--- src/rtl/fcf_pkg.sv ---
package fcf_pkg;
  typedef enum logic [1:0] {
    BLK_OFF  = 2'd0,
    BLK_RISE = 2'd1,
    BLK_FALL = 2'd2,
    BLK_BOTH = 2'd3
  } blank_edge_e;
endpackage

--- src/rtl/fcf_sync.sv ---
module fcf_sync #(
  parameter int STAGES = 2
) (
  input  logic clk,
  input  logic rst_n,
  input  logic d_i,
  output logic q_o
);
  logic [STAGES-1:0] chain_q;

  always_ff @(posedge clk) begin
    if (!rst_n) begin
      chain_q <= '0;
    end else begin
      chain_q[0] <= d_i;
      for (int k = 1; k < STAGES; k++) begin
        chain_q[k] <= chain_q[k-1];
      end
    end
  end

  assign q_o = chain_q[STAGES-1];
endmodule

--- src/rtl/fcf_glitch.sv ---
module fcf_glitch #(
  parameter int CNT_W = 4
) (
  input  logic             clk,
  input  logic             rst_n,
  input  logic             level_i,
  input  logic [CNT_W-1:0] len_i,
  output logic             pass_o
);
  logic [CNT_W-1:0] run_q;
  logic             bypass;

  assign bypass = (len_i == '0);

  // run length of the high level, saturating at the programmed length
  always_ff @(posedge clk) begin
    if (!rst_n) begin
      run_q <= '0;
    end else if (!level_i) begin
      run_q <= '0;
    end else if (run_q < len_i) begin
      run_q <= run_q + 1'b1;
    end else begin
      run_q <= len_i;
    end
  end

  assign pass_o = bypass ? level_i : (run_q == len_i);
endmodule

--- src/rtl/fcf_blank.sv ---
module fcf_blank #(
  parameter int LEN_W    = 8,
  parameter int PRESCALE = 64
) (
  input  logic                 clk,
  input  logic                 rst_n,
  input  logic                 pwm_i,
  input  fcf_pkg::blank_edge_e mode_i,
  input  logic [LEN_W-1:0]     len_i,
  input  logic                 div_en_i,
  output logic                 blank_o
);
  import fcf_pkg::*;

  localparam int PRE_W = (PRESCALE > 1) ? $clog2(PRESCALE) : 1;
  localparam logic [PRE_W-1:0] PRE_LAST = PRE_W'(PRESCALE - 1);

  logic             pwm_d;
  logic             rise, fall, hit, load, tick, active;
  logic [LEN_W-1:0] cnt_q;
  logic [PRE_W-1:0] pre_q;

  assign rise = pwm_i & ~pwm_d;
  assign fall = ~pwm_i & pwm_d;

  always_comb begin
    unique case (mode_i)
      BLK_RISE: hit = rise;
      BLK_FALL: hit = fall;
      BLK_BOTH: hit = rise | fall;
      default:  hit = 1'b0;
    endcase
  end

  assign load   = hit && (len_i != '0);
  assign active = (cnt_q != '0);
  assign tick   = !div_en_i || (pre_q == PRE_LAST);

  // previous level follows the pin even in reset, so no false edge at release
  always_ff @(posedge clk) begin
    pwm_d <= pwm_i;
  end

  always_ff @(posedge clk) begin
    if (!rst_n) begin
      cnt_q <= '0;
      pre_q <= '0;
    end else if (load) begin
      cnt_q <= len_i;
      pre_q <= '0;
    end else if (active) begin
      if (tick) begin
        cnt_q <= cnt_q - 1'b1;
        pre_q <= '0;
      end else begin
        pre_q <= pre_q + 1'b1;
      end
    end
  end

  assign blank_o = load || active;
endmodule

--- src/rtl/fault_cond_filter.sv ---
module fault_cond_filter #(
  parameter int SYNC_STAGES = 2,
  parameter int FLT_W       = 4,
  parameter int BLANK_W     = 8,
  parameter int BLANK_DIV   = 64
) (
  input  logic               clk,
  input  logic               rst_n,
  input  logic               fault_raw_i,
  input  logic               pwm_level_i,
  input  logic [FLT_W-1:0]   flt_len_i,
  input  logic [1:0]         blank_edge_i,
  input  logic [BLANK_W-1:0] blank_len_i,
  input  logic               blank_div_i,
  input  logic               qual_en_i,
  output logic               fault_o
);
  import fcf_pkg::*;

  logic fault_sync;
  logic fault_filt;
  logic blanked;
  logic qual_ok;

  fcf_sync #(.STAGES(SYNC_STAGES)) u_sync (
    .clk   (clk),
    .rst_n (rst_n),
    .d_i   (fault_raw_i),
    .q_o   (fault_sync)
  );

  fcf_glitch #(.CNT_W(FLT_W)) u_glitch (
    .clk     (clk),
    .rst_n   (rst_n),
    .level_i (fault_sync),
    .len_i   (flt_len_i),
    .pass_o  (fault_filt)
  );

  fcf_blank #(.LEN_W(BLANK_W), .PRESCALE(BLANK_DIV)) u_blank (
    .clk      (clk),
    .rst_n    (rst_n),
    .pwm_i    (pwm_level_i),
    .mode_i   (blank_edge_e'(blank_edge_i)),
    .len_i    (blank_len_i),
    .div_en_i (blank_div_i),
    .blank_o  (blanked)
  );

  assign qual_ok = !qual_en_i || pwm_level_i;

  always_ff @(posedge clk) begin
    if (!rst_n) begin
      fault_o <= 1'b0;
    end else begin
      fault_o <= fault_filt && !blanked && qual_ok;
    end
  end
endmodule

--- config.mk ---
export PLATFORM = sky130hd
export DESIGN_NAME = fault_cond_filter
export DESIGN_NICKNAME = d
export VERILOG_FILES = /design/src/rtl/fcf_pkg.sv /design/src/rtl/fcf_sync.sv /design/src/rtl/fcf_glitch.sv /design/src/rtl/fcf_blank.sv /design/src/rtl/fault_cond_filter.sv
export SDC_FILE = /design/constraint.sdc
export NUM_CORES = 1
export LEC_CHECK = 0
export BUFFER_PORTS_ARGS = -buffer_cell sky130_fd_sc_hd__buf_2
export CAP_MARGIN = 10
export CORE_MARGIN = 2
export CORE_UTILIZATION = 35
export DETAILED_ROUTE_END_ITERATION = 8
export GPL_TIMING_DRIVEN = 0
export PLACE_DENSITY = 0.64
export SLEW_MARGIN = 20
export SYNTH_ARGS = -nofsm -noshare
export SYNTH_HDL_FRONTEND = slang
export SYNTH_SLANG_ARGS = --single-unit
--- constraint.sdc ---
create_clock -name clk -period 2.55 [get_ports clk]
set_clock_uncertainty 0.2 [all_clocks]
set_input_delay 0.51 -clock clk [delete_from_list [all_inputs] [get_ports clk]]
set_output_delay 0.51 -clock clk [all_outputs]
set_load 0.01 [all_outputs]
# Word-level counts from Yosys, hierarchy flattened
# Index checks and enable logic that the tools add are counted.
dict set report totals {
  register_bits 22
  out_inout_bits 1
  wordCells 45
}
dict set report classes {
  addsub 3
  order_cmp 1
  eq_ne 5
  n_mux 7
  n_bitwise 6
  reduce_logical 17
}
# op n
set op_table {}
lappend op_table {{2-to-1 mux 8 bit} 3}
lappend op_table {{nonzero test 8 bit} 2}
lappend op_table {{subtractor 8 x 1 -> 8 bit (second input constant)} 1}
lappend op_table {{adder 6 x 1 -> 6 bit (second input constant)} 1}
lappend op_table {{== test 6 bit (second input constant)} 1}
lappend op_table {{2-to-1 mux 6 bit} 1}
lappend op_table {{adder 4 x 1 -> 4 bit (second input constant)} 1}
lappend op_table {{== test 2 bit (second input constant)} 2}
lappend op_table {{== test 4 bit} 1}
lappend op_table {{logical NOT 4 bit} 1}
lappend op_table {{< comparator 4 bit} 1}
lappend op_table {{2-to-1 mux 4 bit} 1}
lappend op_table {{AND reduction 2 bit} 2}
lappend op_table {{nonzero test 2 bit} 2}
lappend op_table {{logical AND 1 bit} 3}
lappend op_table {{logical NOT 1 bit} 3}
lappend op_table {{logical OR 1 bit} 3}
lappend op_table {{inverter 1 bit} 3}
lappend op_table {{case mux 1 bit (3 select lines)} 1}
lappend op_table {{bitwise AND 1 bit} 2}
lappend op_table {{== test 2 x 1 -> 1 bit (second input constant)} 1}
lappend op_table {{OR reduction 2 bit} 1}
lappend op_table {{2-to-1 mux 1 bit} 1}
lappend op_table {{OR 1 bit} 1}

# Depth between registers and ports, before layout
dict set report depth {
  depth_word 9
  depth_mapped 8
  mapped_depth_nobuf 7
}

# Hierarchy
# Synthesis repeated with hierarchy kept, for this count alone.
dict set report hier_totals {
  cells_unflattened 164
  area_unflattened_um2 1431.4
}
# module instances cells_each area_per_inst_um2
set modules_own_cells {}
lappend modules_own_cells {fcf_blank 1 120 1016.0}
lappend modules_own_cells {fcf_glitch 1 36 315.3}
lappend modules_own_cells {fcf_sync 1 4 52.6}
lappend modules_own_cells {fault_cond_filter 1 4 47.5}

# Least setup slack after synthesis
# Ideal clock, no wire load.
dict set report synth_path {
  kind {in2reg}
  startpoint {input port pwm_level_i}
  endpoint {register fault_o}
  setup_ns 0.104
  t_arrival_ns 1.641
  slack_ns 0.605
  cell_stages 7
  n_path_buf 0
  path_cell_list {inv_1 -> ha_1 -> nor2b_1 -> o21ai_1 -> a22o_4 -> nand2_4 -> a2111oi_2}
}
dict set report synth_via {
  elab_chain_len 9
}
# item line_no
set synth_lines {}
lappend synth_lines {{start: declaration} fault_cond_filter.sv:10} ;# input logic pwm_level_i,
lappend synth_lines {{inverter 1 bit} fcf_blank.sv:24} ;# assign fall = ~pwm_i & pwm_d;
lappend synth_lines {{bitwise AND 1 bit} fcf_blank.sv:24}
lappend synth_lines {{OR 1 bit} fcf_blank.sv:30} ;# BLK_BOTH: hit = rise | fall;
lappend synth_lines {{case mux 1 bit (3 select lines)} fcf_blank.sv:27} ;# unique case (mode_i)
lappend synth_lines {{logical AND 1 bit} fcf_blank.sv:35} ;# assign load = hit && (len_i != '0);
lappend synth_lines {{logical OR 1 bit} fcf_blank.sv:61} ;# assign blank_o = load || active;
lappend synth_lines {{logical NOT 1 bit} fault_cond_filter.sv:56} ;# fault_o <= fault_filt && !blanked && qual_ok;
lappend synth_lines {{logical AND 1 bit} fault_cond_filter.sv:56}
lappend synth_lines {{logical AND 1 bit *} fault_cond_filter.sv:56}
lappend synth_lines {{end signal: assignment} fault_cond_filter.sv:56}
lappend synth_lines {{end: declaration} fault_cond_filter.sv:16} ;# output logic fault_o
# Every way passes the cells marked *; elsewhere a longest branch is shown, timed or not.
# A chain may end at the register's enable or synchronous reset.

# Worst setup path in the final report
dict set report layout_path {
  startpoint {input port pwm_level_i}
  endpoint {register u_blank.cnt_q[6]}
}
dict set report layout_via {
  elab_chain_len 7
}
# item line_no
set layout_lines {}
lappend layout_lines {{inverter 1 bit} fcf_blank.sv:24}
lappend layout_lines {{bitwise AND 1 bit} fcf_blank.sv:24}
lappend layout_lines {{OR 1 bit} fcf_blank.sv:30}
lappend layout_lines {{case mux 1 bit (3 select lines) *} fcf_blank.sv:27}
lappend layout_lines {{logical AND 1 bit *} fcf_blank.sv:35}
lappend layout_lines {{nonzero test 2 bit (no source line)} n/a}
lappend layout_lines {{AND reduction 2 bit (no source line)} n/a}
lappend layout_lines {{end signal: assignment} fcf_blank.sv:49} ;# cnt_q <= len_i;
lappend layout_lines {{end signal: assignment} fcf_blank.sv:53} ;# cnt_q <= cnt_q - 1'b1;
lappend layout_lines {{end: declaration} fcf_blank.sv:20} ;# logic [LEN_W-1:0] cnt_q;
# Marks and branches as above.

==> impl_metrics.csv <==
group,metric,value,unit
grt,grt_pass1_vias,1023,
synthesis,postSynthAreaPerCell,8.81,um2
synthesis,yosys_warnings,0,
sta,rsz0062_at_grt,"no",
die,initial_utilization,36.3,%
final_layout,synthToLayoutAreaGrowth,17.4,%
sta,tightest_slew,463,ps
setup_path,worstPathRequired,2510,ps
hold_path,hold_path_class,"input pin to flop",
cts,hold_buffers,0,
cts,post_cts_buffers,0,
sta,finalHoldViolCount,0,
routing,first_pass_iters,4,
grt,grt_pass1_wl,4380,um
routing,via_count,1106,
synthesis,yosysTopAreaCell,"dfxtp_1",
cts,clock_sinks,22,
setup_path,cp.arrival,1930,ps
power_and_ir_drop,sequentialPowerShare,39.4,%
outcome,outcome,"finished clean",
sta,post-route-period-util,77.1,%
final_layout,final_common_cell,"dfxtp_1",
cts,clk_pin_slew,80,ps
grt,grt_use_total,13.1,%
routing,ant_nets,0,
power_and_ir_drop,clockPowerShare,29.2,%
cts,cts_buffer_depth,2,
sta,drv_slew,0,
setup_path,startpoint_type,"input pin",
die,die_height,65.6,um
routing,drc,0,
synthesis,yosysUniqueCellTypes,42,
placed_design,dp_hpwl,2040,um
synthesis,synth_top_cells_by_area,"dfxtp_1, ha_1, nand2_1, nor2_1, xnor2_1",
setup_path,path_buf_inv,2,
grt,antenna_found_initial,0,
die,rows,22,
setup_path,max_stage_delay,340,ps
setup_path,worstSetupEndpointType,"flop",
cts,cts_resized,0,
routing,wl,2500,um
power_and_ir_drop,powerDensity,693,mW/mm2
synthesis,seq_area_frac_synth,33.1,%
power_and_ir_drop,p_switching,330,uW
placed_design,dp_slack,312,ps
final_layout,final_util,42.7,%
die,coreArea,0.00366,mm2
placed_design,gp_congestion,0.796,
die,dieWidth,65.6,um
final_layout,finalNetCount,206,
run,maxCapViolCount,0,
routing,viasPerCell,4.96,
power_and_ir_drop,total_power,1.08,mW
sta,setup_viol,0,
grt,grt_max_degree,14,
grt,overflow,0,
die,io_pins,21,
cts,clk_latency,260,ps
synthesis,ys_seq_elements,22,
final_layout,drive_above_1_share,22.3,%
power_and_ir_drop,peakVddDrop,438,uV
synthesis,syn_inst,151,
die,design.die.area,0.00431,mm2
cts,h-tree-depth,1,
sta,fin_ws,585,ps
cts,cts_tree,"built",
setup_path,slowest_stage,"o41ai_2",
power_and_ir_drop,power.share.combinational,31.4,%
power_and_ir_drop,power.leakage,0.653,nW
sta,period_needed,1960,ps
routing,drt_iter0_markers,51,
synthesis,syn_nets,181,
cts,cts-root-buf,"clkbuf_8",
sta,relSlewSlack,68.9,%
final_layout,layout_common_cells,"dfxtp_1, buf_2, nand2_1",
cts,cts_buffers,3,
synthesis,synth_top_area_share,33.1,%
sta,fmax,509,MHz
sta,setup_tns,0,ps
power_and_ir_drop,internal_power,752,uW
setup_path,crit_fanout,8,
power_and_ir_drop,sw_frac_of_total,30.5,%
final_layout,n_antenna_cell,0,
setup_path,crit_chain,"buf_2 -> inv_1 -> ha_1 -> nor2b_1 -> o21ai_1 -> a22o_4 -> nand2_4 -> o41ai_2",
synthesis,synth_area,0.00133,mm2
routing,drt-wirelength-per-cell,11.2,um
setup_path,cp_top_family,"compound AO/OA/AOI/OAI gates",
placed_design,portBuffers,20,
setup_path,worst-setup-path-type,"input pin to flop",
[metal layers]
layer,global-route usage [%],wire length (um)
met1,16.1,1190
met2,22.5,1200
met3,3.60,91
met4,3.13,19
met5,0,0
[path summary, 6_finish.rpt]
check | startpoint | end | slack, ps | cells past startpoint
worst min register to register | u_sync.chain_q[0] | u_sync.chain_q[1] | 240 | 1
worst min-delay path | pwm_level_i | u_blank.pwm_d | 180 | 1
worst max register to register | u_blank.pwm_d | u_blank.cnt_q[6] | 660 | 7
worst max-delay path | pwm_level_i | u_blank.cnt_q[6] | 590 | 8
[power groups by stage]
stage | clock network [mW] | logic, mW | registers, mW
after floorplan | 0 | 0.275 | 0.425
after CTS | 0.329 | 0.343 | 0.427
after detailed placement | 0 | 0.339 | 0.435
after global routing | 0.342 | 0.384 | 0.435
after global placement | 0 | 0.335 | 0.435
final | 0.316 | 0.339 | 0.427
[cells in the mapped netlist (all sizes together)]
| master | instances |
|---|---|
| a2111oi | 1 |
| a21boi | 1 |
| a21o | 1 |
| a21oi | 8 |
| a22o | 1 |
| a22oi | 1 |
| a311oi | 2 |
| a31oi | 1 |
| a41oi | 1 |
| and2 | 4 |
| buf | 2 |
| dfxtp | 22 |
| ha | 10 |
| inv | 10 |
| mux2i | 3 |
| nand2 | 18 |
| nand2b | 1 |
| nand3 | 7 |
| nand3b | 3 |
| nand4 | 2 |
| nor2 | 13 |
| nor2b | 3 |
| nor3 | 3 |
| nor3b | 1 |
| nor4 | 4 |
| nor4bb | 1 |
| o21a | 2 |
| o21ai | 13 |
| o22ai | 2 |
| o31ai | 1 |
| o41ai | 1 |
| xnor2 | 5 |
| xor2 | 3 |
[worst register-to-register path, cell delays in order, from the launching register on]
cell	delay, ps
dfxtp_1	340
inv_1	50
ha_1	160
nor2b_1	120
o21ai_1	240
a22o_4	260
nand2_4	100
o41ai_2	340
[through the flow]
step                      cells  hold WS (ps)  area, um2
after floorplan             151           212       1330
after global placement      219           214       1490
after detailed placement    219           226       1490
after CTS                   223           177       1560
after global routing        223           184       1560
final                       223           182       1560
[registers in the layout (all words and copies together) (netlist names)]
name / cells
fault_o: 1
u_blank.cnt_q: 8
u_blank.pre_q: 6
u_blank.pwm_d: 1
u_glitch.run_q: 4
u_sync.chain_q: 2
[final cells by class]
| cell class | count | area (um2) |
|---|---|---|
| Inverter | 10 | 37.5 |
| Sequential cell | 22 | 440 |
| Multi-Input combinational cell | 117 | 833 |
| Tap cell | 48 | 60.1 |
| Clock buffer | 3 | 41.3 |
| Fill cell | 375 | 2100 |
| Clock inverter | 1 | 30.0 |
| Timing Repair Buffer | 20 | 100 |
| Buffer | 2 | 18.8 |
[logic make-up (layout without fill, tap and decap cells)]
logic type                 count (synthesis)  after routing  synth area share (%)
DFF                                       22             22                  33.1
xor gates and xnor gates                   8              8                  5.27
muxes                                      3              3                  2.26
adders and majority gates                 10             10                  9.41
AOI/OAI and AO/OA                         36             36                  19.2
and+or+nand+nor                           60             60                  26.5
buffers and inverters                     12             36                  4.23
(Power assumes the default switching activity.)
